[config.mk]
export PLATFORM = sky130hd
export DESIGN_NAME = blk_admit
export DESIGN_NICKNAME = d
export VERILOG_FILES = /design/src/rtl/blk_admit.sv
export SDC_FILE = /design/constraint.sdc
export NUM_CORES = 2
export LEC_CHECK = 0
export ABC_AREA = 0
export BUFFER_PORTS_ARGS = -buffer_cell sky130_fd_sc_hd__buf_4
export CELL_PAD_IN_SITES_DETAIL_PLACEMENT = 1
export CELL_PAD_IN_SITES_GLOBAL_PLACEMENT = 2
export CORE_UTILIZATION = 49
export CTS_CLUSTER_DIAMETER = 200
export CTS_CLUSTER_SIZE = 40
export DETAILED_ROUTE_END_ITERATION = 12
export PLACE_DENSITY_LB_ADDON = 0.1
export SYNTH_ARGS = -nofsm -noshare
export SYNTH_HDL_FRONTEND = slang
export SYNTH_SLANG_ARGS = --single-unit
[constraint.sdc]
create_clock -name clk -period 17.04 [get_ports clk]
set_input_delay 2.556 -clock clk [delete_from_list [all_inputs] [get_ports clk]]
set_output_delay 2.556 -clock clk [all_outputs]
set_load 0.02 [all_outputs]
[src/rtl/blk_admit.sv]
`timescale 1ns/1ps
module blk_admit #(
  parameter int MAX_BLOCKS    = 32,
  parameter int MAX_WARPS     = 64,
  parameter int WARP_SIZE     = 32,
  parameter int SCRATCH_BYTES = 65536,
  parameter int REG_TOTAL     = 65536,
  parameter int MAX_RPT       = 255,
  parameter int MAX_THREADS   = 1024,
  parameter int QDEPTH        = 8,
  localparam int TW  = $clog2(MAX_THREADS + 1),
  localparam int RPW = $clog2(MAX_RPT + 1) + 1,
  localparam int SW  = $clog2(SCRATCH_BYTES + 1),
  localparam int GW  = $clog2(REG_TOTAL + 1),
  localparam int BW  = $clog2(MAX_BLOCKS + 1),
  localparam int SLW = $clog2(MAX_BLOCKS),
  localparam int WW  = $clog2(MAX_WARPS + 1),
  localparam int QCW = $clog2(QDEPTH + 1)
) (
  input  logic           clk,
  input  logic           rst_n,
  input  logic           push_valid,
  input  logic [TW-1:0]  push_thr,
  input  logic [RPW-1:0] push_rpt,
  input  logic [SW-1:0]  push_scr,
  output logic           push_ready,
  output logic           push_bad,
  output logic           adm_valid,
  output logic [SLW-1:0] adm_slot,
  input  logic           rel_valid,
  input  logic [SLW-1:0] rel_slot,
  output logic [BW-1:0]  act_blocks,
  output logic [WW-1:0]  act_warps,
  output logic [SW-1:0]  free_scratch,
  output logic [GW-1:0]  free_regs,
  output logic [QCW-1:0] q_count
);
  localparam int QPW = (QDEPTH > 1) ? $clog2(QDEPTH) : 1;

  logic [31:0] in_warps, in_regs;
  logic        accept;

  assign in_warps = (32'(push_thr) + 32'(WARP_SIZE) - 32'd1) / 32'(WARP_SIZE);
  assign in_regs  = in_warps * 32'(WARP_SIZE) * 32'(push_rpt);
  assign push_bad = push_valid && (32'(push_rpt) > 32'(MAX_RPT) || push_thr == '0 ||
                    32'(push_thr) > 32'(MAX_THREADS) || 32'(push_scr) > 32'(SCRATCH_BYTES) ||
                    in_warps > 32'(MAX_WARPS) || in_regs > 32'(REG_TOTAL));
  assign push_ready = 32'(q_count) < 32'(QDEPTH);
  assign accept = push_valid && !push_bad && push_ready;

  logic [WW-1:0]  q_w [QDEPTH];
  logic [SW-1:0]  q_s [QDEPTH];
  logic [GW-1:0]  q_g [QDEPTH];
  logic [QPW-1:0] wp, rp;

  logic [WW-1:0]  s_w [MAX_BLOCKS];
  logic [SW-1:0]  s_s [MAX_BLOCKS];
  logic [GW-1:0]  s_g [MAX_BLOCKS];
  logic [MAX_BLOCKS-1:0] live, live_r;

  logic        rel_ok, admit, found;
  logic [31:0] blk_r, warp_r, scr_r, reg_r;
  logic [SLW-1:0] pick;

  assign rel_ok = rel_valid && 32'(rel_slot) < 32'(MAX_BLOCKS) && live[rel_slot];
  assign blk_r  = 32'(act_blocks) - (rel_ok ? 32'd1 : 32'd0);
  assign warp_r = 32'(act_warps) - (rel_ok ? 32'(s_w[rel_slot]) : 32'd0);
  assign scr_r  = 32'(free_scratch) + (rel_ok ? 32'(s_s[rel_slot]) : 32'd0);
  assign reg_r  = 32'(free_regs) + (rel_ok ? 32'(s_g[rel_slot]) : 32'd0);

  always_comb begin
    live_r = live;
    if (rel_ok) live_r[rel_slot] = 1'b0;
    found = 1'b0;
    pick  = '0;
    for (int i = MAX_BLOCKS - 1; i >= 0; i--) begin
      if (!live_r[i]) begin
        found = 1'b1;
        pick  = SLW'(i);
      end
    end
  end

  assign admit = q_count != '0 && found && blk_r < 32'(MAX_BLOCKS) &&
                 32'(q_w[rp]) + warp_r <= 32'(MAX_WARPS) &&
                 32'(q_s[rp]) <= scr_r && 32'(q_g[rp]) <= reg_r;

  function automatic logic [QPW-1:0] bump(input logic [QPW-1:0] p);
    return (32'(p) == 32'(QDEPTH - 1)) ? '0 : p + 1'b1;
  endfunction

  always_ff @(posedge clk) begin
    if (!rst_n) begin
      act_blocks   <= '0;
      act_warps    <= '0;
      free_scratch <= SW'(SCRATCH_BYTES);
      free_regs    <= GW'(REG_TOTAL);
      live         <= '0;
      adm_valid    <= 1'b0;
      adm_slot     <= '0;
      wp           <= '0;
      rp           <= '0;
      q_count      <= '0;
    end else begin
      act_blocks   <= BW'(blk_r + (admit ? 32'd1 : 32'd0));
      act_warps    <= WW'(warp_r + (admit ? 32'(q_w[rp]) : 32'd0));
      free_scratch <= SW'(scr_r - (admit ? 32'(q_s[rp]) : 32'd0));
      free_regs    <= GW'(reg_r - (admit ? 32'(q_g[rp]) : 32'd0));
      live         <= admit ? (live_r | (MAX_BLOCKS'(1) << pick)) : live_r;
      adm_valid    <= admit;
      if (admit) adm_slot <= pick;
      if (accept) wp <= bump(wp);
      if (admit)  rp <= bump(rp);
      q_count <= QCW'(32'(q_count) + (accept ? 32'd1 : 32'd0) - (admit ? 32'd1 : 32'd0));
    end
  end

  always_ff @(posedge clk) begin
    if (accept) begin
      q_w[wp] <= WW'(in_warps);
      q_s[wp] <= push_scr;
      q_g[wp] <= GW'(in_regs);
    end
    if (admit) begin
      s_w[pick] <= q_w[rp];
      s_s[pick] <= q_s[rp];
      s_g[pick] <= q_g[rp];
    end
  end
endmodule

==> results.yml <==
timing:
  fin_crit_sh_pct: 82.1
  rsz0062_at_grt: "no"
  holdWs_ns: 0.484
  hold_violations: 0
  worst_clock_skew_ns: 0.0634
  slew_headroom_pct: 23.6
  tns_ns: 0
  slew_violations: 0
  fmax_mhz: 71.5
  setup_viol: 0
  period_minus_slack_ns: 13.99
  worst_slew_pin_slew_ns: 1.15
route:
  routed_wl_mm: 181
  drtIter0Drc: 3967
  ant_nets: 0
  drcViolationCount: 0
  wl_per_cell_um: 33.1
  viasPerCell: 6.39
  dr.pass1.iters: 5
  routed-via-count: 35000
final_layout:
  seqCellArea_um2: 45100
  multi_input_area_um2: 18800
  final_common_cell: "edfxtp_1"
  final_cell_mix: "1440 x edfxtp_1, 360 x mux4_2, 187 x buf_4"
  synthToLayoutAreaGrowth_pct: 6.98
  drive_gt1_share_pct: 19.4
  final_nets: 3929
  fillers: 11900
yosys:
  synth_edf_count: 1440
  ys_ff_latch: 1533
  syn_avg_cell_area_um2: 18.0
  synth_cell_types: 95
  synth_ff_type: "edfxtp_1"
  syn_area_um2: 64800
  ys_seq_area_share_pct: 69.6
  synth_cells: 3609
  postSynth.asyncResetShare_pct: 0
  ys_warn_count: 0
setup_path:
  cpMaxStageDelayCell: "a2111oi_2"
  crit_type: "primary input to flip-flop"
  crit_path_start_kind: "primary input"
  required_ns: 17.69
  r2r_start: "live[16]"
  crit_fanout: 26
  critical_path.endpoint_type: "flip-flop"
  worst_ep_arrival_time_ns: 14.63
  slowest_delay_ns: 0.97
  cp-startpoint: "rel_slot[3]"
power_and_ir_drop:
  p_leak_nw: 22.3
  vdd_drop_max_mv: 0.0861
  power_density_nw_per_um2: 120
clock_network:
  post_cts_buffers: 0
  cts.htree.levels: 2
  cts_tree: "built"
  clkSinkCount: 1533
  ctsHoldBuffers: 0
  cts_resized: 0
  cts.clk_slew.worst_paths_ns: 0.16
  clk_latency_ns: 0.72
  numCtsBuffers: 44
  clockBufferDepth: 3
  clock-root-buffer: "clkbuf_16"
die:
  die_w_um: 366
  fp-row-count: 133
  die_area_um2: 134000
  initial_core_util_pct: 49.4
  core_um2: 131000
  ios: 105
  die_h_um: 366
placed_design:
  gp_congestion: 0.881
  dp_hpwl_mm: 105
  port_buffers: 99
grt:
  grt_pass1_vias: 36100
  grt_usage_pct: 27.2
  antenna_found_initial: 4
  overflow: 0
  grt_pass1_wl_mm: 258
  grt_max_degree: 107
flow_run:
  max_cap_viol_count: 0
outcome:
  status: "complete, no violations"
worst_hold_path:
  worstHoldStart: "adm_slot[0]"
  min_path_type: "flip-flop to flip-flop"
final cells by class:
cell class | count | area share, %
timing repair buffer | 189 | 2.07
inverter | 135 | 0.731
tap | 1755 | 3.17
clock buffer | 78 | 1.77
antenna | 3 | 0.0108
sequential | 1533 | 65.1
clock inverter | 3 | 0.0794
multi-input combinational | 1778 | 27.1
cells by family after synthesis:
kind of cell             count (synthesis)  synth area share (%)
AO/OA/AOI/OAI                          466                  4.88
XOR/XNOR                                73                  1.03
adder cells (fa/ha/maj)                202                  4.41
buffers and inverters                  302                  1.89
flip-flops                            1533                  69.6
multiplexers                           423                  13.6
other                                    1               0.00579
AND/OR/NAND/NOR                        609                  4.63
final timing paths:
kind | to | depth (start not counted) | slack, ns
max | free_scratch[16] | 41 | 3.05
min | adm_slot[0] | 2 | 0.48
max reg2reg | free_scratch[16] | 40 | 5.61
min reg2reg | adm_slot[0] | 2 | 0.48
routing by layer:
layer	routed length, um	global-route usage [%]	vias up
met5	0	0	-
met4	2810	4.54	0
met3	10500	2.67	163
met2	91600	46.9	1270
met1	76100	38.3	19000
li1	-	-	14500
Yosys cell counts (34+ instances only):
library cell | instances | area, um^2
a21oi_1 | 67 | 335
and2_1 | 55 | 344
buf_2 | 36 | 180
clkbuf_1 | 90 | 338
dfxtp_1 | 93 | 1860
edfxtp_1 | 1440 | 43200
fa_1 | 44 | 881
ha_1 | 158 | 1980
inv_1 | 133 | 499
mux2_2 | 38 | 428
mux4_2 | 360 | 8110
nand2_1 | 179 | 672
nand3_1 | 34 | 170
nor2_1 | 158 | 593
o21ai_0 | 63 | 315
o22ai_1 | 145 | 907
xnor2_1 | 46 | 403
where the power goes:
group,switching [mW],leakage [nW],internal [mW]
Clock,1.07,0.605,0.508
Combinational,1.39,7.95,0.822
Sequential,0.0977,13.7,4.46
state kept, by name (all words and copies together) (netlist names), 4 cells and up, named ones only:
signal,cells
act_blocks,6
act_warps,7
adm_slot,5
free_regs,12
free_scratch,17
live,32
q_count,4
q_g,96
q_s,136
q_w,56
s_g,384
s_s,544
s_w,224
critical path, delay by kind of cell:
family | cells | cell delay, ns
buffers and inverters | 5 | 1.69
XOR/XNOR | 2 | 0.58
AO/OA/AOI/OAI | 21 | 5.86
adder cells (fa/ha/maj) | 4 | 1.19
AND/OR/NAND/NOR | 9 | 2.69
through the flow:
step	cells	cell area [um^2]	setup slack [ns]	util, %	power, mW
5_1_grt	5471	69300	2.48	52.8	8.72
3_5_place_dp	5390	68000	2.47	51.8	6.86
3_3_place_gp	5390	68000	2.43	51.8	6.77
2_1_floorplan	3613	64800	3.97	-	6.09
4_1_cts	5471	69300	3.22	52.8	8.41
6_report	5474	69300	3.05	52.8	8.35
(Power assumes the default switching activity.)
